[config.mk]
export PLATFORM = sky130hd
export DESIGN_NAME = ext_timebase_supervisor
export DESIGN_NICKNAME = d
export VERILOG_FILES = /design/src/rtl/etb_pkg.sv /design/src/rtl/etb_edge_sync.sv /design/src/rtl/etb_prescaler.sv /design/src/rtl/etb_window.sv /design/src/rtl/etb_src_ctrl.sv /design/src/rtl/etb_frc.sv /design/src/rtl/ext_timebase_supervisor.sv
export SDC_FILE = /design/constraint.sdc
export NUM_CORES = 1
export LEC_CHECK = 0
export ABC_AREA = 1
export BUFFER_PORTS_ARGS = -buffer_cell sky130_fd_sc_hd__clkbuf_2
export CORE_MARGIN = 2
export CORE_UTILIZATION = 53
export DETAILED_ROUTE_END_ITERATION = 7
export PLACE_DENSITY_LB_ADDON = 0.1
export SYNTH_ARGS = -nofsm -noshare
export SYNTH_HDL_FRONTEND = slang
export SYNTH_SLANG_ARGS = --single-unit
[constraint.sdc]
create_clock -name clk_i -period 4.75 [get_ports clk_i]
set_clock_uncertainty 0.15 [all_clocks]
set_input_delay 0.95 -clock clk_i [delete_from_list [all_inputs] [get_ports clk_i]]
set_output_delay 0.95 -clock clk_i [all_outputs]
set_load 0.05 [all_outputs]
[src/rtl/etb_pkg.sv]
package etb_pkg;
  typedef enum logic {
    SRC_INT = 1'b0,
    SRC_EXT = 1'b1
  } src_e;
endpackage

[src/rtl/etb_edge_sync.sv]
module etb_edge_sync #(
  parameter int unsigned STAGES = 2
) (
  input  logic clk_i,
  input  logic rst_ni,
  input  logic async_i,
  output logic rise_o
);
  // STAGES synchroniser flops followed by one history flop
  logic [STAGES:0] pipe_q;

  always_ff @(posedge clk_i or negedge rst_ni) begin
    if (!rst_ni) pipe_q <= '0;
    else         pipe_q <= {pipe_q[STAGES-1:0], async_i};
  end

  assign rise_o = pipe_q[STAGES-1] & ~pipe_q[STAGES];
endmodule

[src/rtl/etb_prescaler.sv]
module etb_prescaler #(
  parameter int unsigned W = 16
) (
  input  logic         clk_i,
  input  logic         rst_ni,
  input  logic         resync_i,
  input  logic [W-1:0] wrap_val_i,
  output logic [W-1:0] cnt_o,
  output logic         wrap_o
);
  logic [W-1:0] cnt_q;

  assign wrap_o = (cnt_q >= wrap_val_i);

  always_ff @(posedge clk_i or negedge rst_ni) begin
    if (!rst_ni)                cnt_q <= '0;
    else if (resync_i || wrap_o) cnt_q <= '0;
    else                         cnt_q <= cnt_q + W'(1);
  end

  assign cnt_o = cnt_q;
endmodule

[src/rtl/etb_window.sv]
module etb_window #(
  parameter int unsigned W = 16
) (
  input  logic [W-1:0] cnt_i,
  input  logic [W-1:0] lo_i,
  input  logic [W-1:0] hi_i,
  output logic         open_o,
  output logic         close_o
);
  // window straddles rollover: open above lo or below hi
  assign open_o  = (cnt_i >= lo_i) || (cnt_i <= hi_i);
  assign close_o = (cnt_i == hi_i + W'(1));
endmodule

[src/rtl/etb_src_ctrl.sv]
module etb_src_ctrl
  import etb_pkg::*;
(
  input  logic clk_i,
  input  logic rst_ni,
  input  logic accept_i,
  input  logic close_i,
  input  logic rearm_i,
  input  logic irq_en_i,
  output logic ext_sel_o,
  output logic miss_o,
  output logic irq_o
);
  src_e src_q;
  logic seen_q;
  logic irq_q;

  // seen_q starts set so the first close after reset or rearm is a grace window
  assign miss_o = (src_q == SRC_EXT) && close_i && !(seen_q || accept_i);

  always_ff @(posedge clk_i or negedge rst_ni) begin
    if (!rst_ni) begin
      src_q  <= SRC_EXT;
      seen_q <= 1'b1;
      irq_q  <= 1'b0;
    end else begin
      irq_q <= miss_o && irq_en_i;
      if (rearm_i)      seen_q <= 1'b1;
      else if (close_i) seen_q <= 1'b0;
      else if (accept_i) seen_q <= 1'b1;
      if (rearm_i)     src_q <= SRC_EXT;
      else if (miss_o) src_q <= SRC_INT;
    end
  end

  assign ext_sel_o = (src_q == SRC_EXT);
  assign irq_o     = irq_q;
endmodule

[src/rtl/etb_frc.sv]
module etb_frc #(
  parameter int unsigned W = 32
) (
  input  logic         clk_i,
  input  logic         rst_ni,
  input  logic         inc_i,
  input  logic         comp_i,
  output logic [W-1:0] cnt_o
);
  logic [W-1:0] cnt_q;

  always_ff @(posedge clk_i or negedge rst_ni) begin
    if (!rst_ni) cnt_q <= '0;
    else         cnt_q <= cnt_q + W'(inc_i) + W'(comp_i);
  end

  assign cnt_o = cnt_q;
endmodule

[src/rtl/ext_timebase_supervisor.sv]
module ext_timebase_supervisor #(
  parameter int unsigned PRESC_W     = 16,
  parameter int unsigned FRC_W       = 32,
  parameter int unsigned SYNC_STAGES = 2
) (
  input  logic               clk_i,
  input  logic               rst_ni,
  input  logic               ext_tick_i,
  input  logic [PRESC_W-1:0] wrap_val_i,
  input  logic [PRESC_W-1:0] win_lo_i,
  input  logic [PRESC_W-1:0] win_hi_i,
  input  logic               irq_en_i,
  input  logic               comp_en_i,
  input  logic               rearm_i,
  output logic               ext_sel_o,
  output logic [PRESC_W-1:0] presc_o,
  output logic [FRC_W-1:0]   frc_o,
  output logic               irq_o
);
  logic tick_rise;
  logic win_open, win_close;
  logic accept, wrap, miss;
  logic frc_inc, frc_comp;

  etb_edge_sync #(.STAGES(SYNC_STAGES)) i_sync (
    .clk_i   (clk_i),
    .rst_ni  (rst_ni),
    .async_i (ext_tick_i),
    .rise_o  (tick_rise)
  );

  etb_window #(.W(PRESC_W)) i_win (
    .cnt_i   (presc_o),
    .lo_i    (win_lo_i),
    .hi_i    (win_hi_i),
    .open_o  (win_open),
    .close_o (win_close)
  );

  assign accept = tick_rise && win_open;

  etb_prescaler #(.W(PRESC_W)) i_presc (
    .clk_i      (clk_i),
    .rst_ni     (rst_ni),
    .resync_i   (accept),
    .wrap_val_i (wrap_val_i),
    .cnt_o      (presc_o),
    .wrap_o     (wrap)
  );

  etb_src_ctrl i_ctrl (
    .clk_i     (clk_i),
    .rst_ni    (rst_ni),
    .accept_i  (accept),
    .close_i   (win_close),
    .rearm_i   (rearm_i),
    .irq_en_i  (irq_en_i),
    .ext_sel_o (ext_sel_o),
    .miss_o    (miss),
    .irq_o     (irq_o)
  );

  assign frc_inc  = ext_sel_o ? accept : wrap;
  assign frc_comp = miss && comp_en_i;

  etb_frc #(.W(FRC_W)) i_frc (
    .clk_i  (clk_i),
    .rst_ni (rst_ni),
    .inc_i  (frc_inc),
    .comp_i (frc_comp),
    .cnt_o  (frc_o)
  );
endmodule

==> reports/qor.txt <==
Status: finished, final reports clean
Power density over the cells: 249.0 mW/mm^2
TritonCTS Buffers: 5
Total grt overflow: 0
Placed Area: 0.005021 sq mm
GRT Util Overall: 0.2398
Final Cycle Share: 0.8645
End of the worst register-to-register path: i_frc.cnt_o[30]
Register area share after synthesis: 0.3097
CTS tree: yes
Hold Path Class: reg -> reg
YS warnings: 0
Async SR Flop Fraction: 1.000
First-pass GRT wire length: 17,080 microns
Post-DR wirelength/cell: 12.97 microns
Setup crit start kind: input port
CTS root buf: clkbuf_8
Largest net degree at the start of global routing: 30
Initial Util: 0.5402
Netlist Area Pre-Place: 0.004372 sq mm
Initial antenna violation count: 0
Core ar.: 0.008093 sq mm
Max Cap Viol: 0
Full die area: 0.008991 sq mm
Synthesis-stage register bit count: 54
Post-synth EDFFs: 0
Fin worst setup slack: 0.6435 ns
HPWL after detailed placement: 8376 microns
Max incr delay on CP: 0.27 ns
Die H: 94.82 microns
Post-route setup TNS: 0 ns
Final Hold Vio Count: 0
Slew Viols, Final: 0
Buffers added on ports: 103
Worst endpoint required time: 4.83 ns
Area growth from synthesis to layout: 16.60%
Clock Latency Late Sink: 0.30 ns
Least-Margin Pin Slew: 0.6754 ns
Post-CTS Setup Bufs: 0
DRC: 0
Syn Inst Count: 574
Critical path's most frequent cell: nand2_1
WS Path Type: in -> reg
Worst Setup End Kind: flop
Non-Filler Cell Area, Final: 0.005097 sq mm
Nets: 790
Depth of the worst register-to-register path: 22
# hold bufs at CTS: 0
Hold Path Depth: 0
Max FO, Critical Path: 6
Ports: 104
Main synth FF type: dfrtp_1
Layout cells sized above 1: 0.2105
Drt pass-1 iters: 4
CTS Buffer Depth: 2
Hold Path End: i_sync.pipe_q[1]
Clk slew on worst S/H paths: 0.09 ns
Clk sinks: 54
VDD IR-drop max: 0.3111 mV
Routability cong.: 0.8157
Drt total wl: 10,230 microns
RSZ-0062 raised after global routing: false
Reg2reg setup slack: 0.86 ns
Vias in the first global route: 3,878
Diode count: 0
Hold_sp: i_sync.pipe_q[0]
Synth unique cells: 33
Leak: 3.004 nW
Worst Path Arrival: 4.18 ns
Syn_nets: 680
CP max-delay cell: ha_1
# setup viols final: 0
Initial DRC Count: 107
H-Tree Depth: 2
Post-cts resize count: 0
Min Tclk post-route: 4.107 ns
Avg Cell Area, Syn: 7.616 sq um
Hold Slack: 0.2048 ns
Fmax: 243.5 MHz
Reg-to-reg startpoint: i_presc.cnt_o[11]
Width of the die: 94.82 microns
Total power: 1.269 mW
DR vias: 4,059
Vias/cell: 5.144
Post-DRT Antenna Nets: 0
Worst slew margin: 0.5497
Row Count: 33
Pre-CTS setup slack: 0.3185 ns
FILL cells: 787
[area by class of cell]
| type | instances | area [sq um] | area share |
|---|---|---|---|
| flip-flops and latches | 54 | 1354 | 0.2656 |
| repair buffers | 104 | 523.0 | 0.1026 |
| well taps | 105 | 131.4 | 0.02577 |
| inverters | 105 | 394.1 | 0.07732 |
| clock buffers | 7 | 76.32 | 0.01497 |
| multi-input cells | 414 | 2619 | 0.5137 |
[where the power goes]
group          switching [mW]  internal, mW  leakage [nW]
registers              0.0672         0.502         0.700
logic                   0.315         0.138          2.27
clock network           0.146         0.102        0.0383
total                   0.528         0.741          3.00
[cell families after synthesis]
family / share of synthesized area
adder cells (fa/ha/maj): 0.1505
AND/OR/NAND/NOR: 0.2951
flip-flops: 0.3097
XOR/XNOR: 0.09817
buffers and inverters: 0.09130
AO/OA/AOI/OAI: 0.05524
[through the flow]
step | instances | utilization
6_report | 789 | 0.6299
5_1_grt | 789 | 0.6299
4_1_cts | 789 | 0.6299
3_5_place_dp | 782 | 0.6204
3_3_place_gp | 782 | 0.6204
2_1_floorplan | 574 | -
[cell usage in the layout, fill, tap and decap left out]
cell / synthesis / final
nand2_1: 117 / 117
inv_1: 103 / 103
clkbuf_2: 0 / 103
nor2_1: 62 / 62
dfrtp_1: 52 / 52
ha_1: 51 / 51
xor2_1: 37 / 37
nand3_1: 33 / 33
a21oi_1: 23 / 23
nand4_1: 12 / 12
xnor2_1: 12 / 12
o21ai_0: 10 / 10
nor3_1: 9 / 9
nor2_4: 6 / 6
o21bai_1: 5 / 5
nand3_2: 5 / 5
nor2_2: 5 / 5
nand2_2: 5 / 5
clkbuf_8: 0 / 5
nor3_2: 4 / 4
nor4_1: 2 / 2
a21o_1: 2 / 2
o21ai_1: 2 / 2
inv_2: 2 / 2
nor3_4: 2 / 2
nor4_2: 2 / 2
nor3b_1: 2 / 2
clkbuf_1: 0 / 2
dfstp_2: 2 / 2
and2_2: 1 / 1
nand4_2: 1 / 1
nand3b_1: 1 / 1
o31ai_1: 1 / 1
a31oi_1: 1 / 1
fa_1: 1 / 1
buf_4: 0 / 1
[cells in the mapped netlist, types with 2 or more instances]
cell type  instances  area [sq um]
o21bai_1           5         37.54
nor3_4             2         32.53
nand2_1          117         439.2
nor2_4             6         67.56
nor3b_1            2         15.01
inv_1            103         386.6
inv_2              2         7.510
nand3_1           33         165.2
o21ai_0           10         50.05
xor2_1            37         324.1
nor2_1            62         232.7
dfrtp_1           52          1301
nor3_1             9         45.04
nor4_1             2         12.51
nor3_2             4         40.04
nor2_2             5         31.28
a21oi_1           23         115.1
o21ai_1            2         10.01
nand2_2            5         31.28
nand3_2            5         50.05
ha_1              51         638.1
xnor2_1           12         105.1
a21o_1             2         15.01
nand4_1           12         75.07
nor4_2             2         25.02
dfstp_2            2         52.55
[registers in the layout, summed over array words and instances, names as in the netlist]
signal            cells
i_ctrl.ext_sel_o      1
i_presc.cnt_o        16
i_frc.cnt_o          32
i_sync.pipe_q         3
i_ctrl.irq_o          1
i_ctrl.seen_q         1
[worst max-delay path by stage]
stage	from	to	slack, ns	cells after the start
floorplan	win_lo_i[7]	i_frc.cnt_o[30]	0.88	24
global placement	win_lo_i[15]	i_frc.cnt_o[30]	0.50	26
detailed placement	win_hi_i[2]	i_frc.cnt_o[30]	0.32	29
CTS	win_hi_i[2]	i_frc.cnt_o[30]	0.65	29
global route	win_hi_i[0]	i_frc.cnt_o[30]	0.15	26
finish	win_hi_i[2]	i_frc.cnt_o[30]	0.64	29
[layer usage]
layer / routed length (microns) / up-vias / share of wire / GRT usage
li1: - / 2038 / - / -
met1: 4302 / 1914 / 0.42 / 0.2906
met2: 5222 / 88 / 0.51 / 0.4279
met3: 445 / 19 / 0.043 / 0.03671
met4: 261 / 0 / 0.026 / 0.09058
met5: 0 / - / 0 / 0
[critical path: cells and delay by family]
kind                       cells  cell delay (ns)
and+or+nand+nor               18             1.64
adders and majority gates      3             0.67
buffers and inverters          6             0.50
AOI/OAI and AO/OA              1             0.24
xor gates and xnor gates       1             0.16
(Power assumes the default switching activity.)
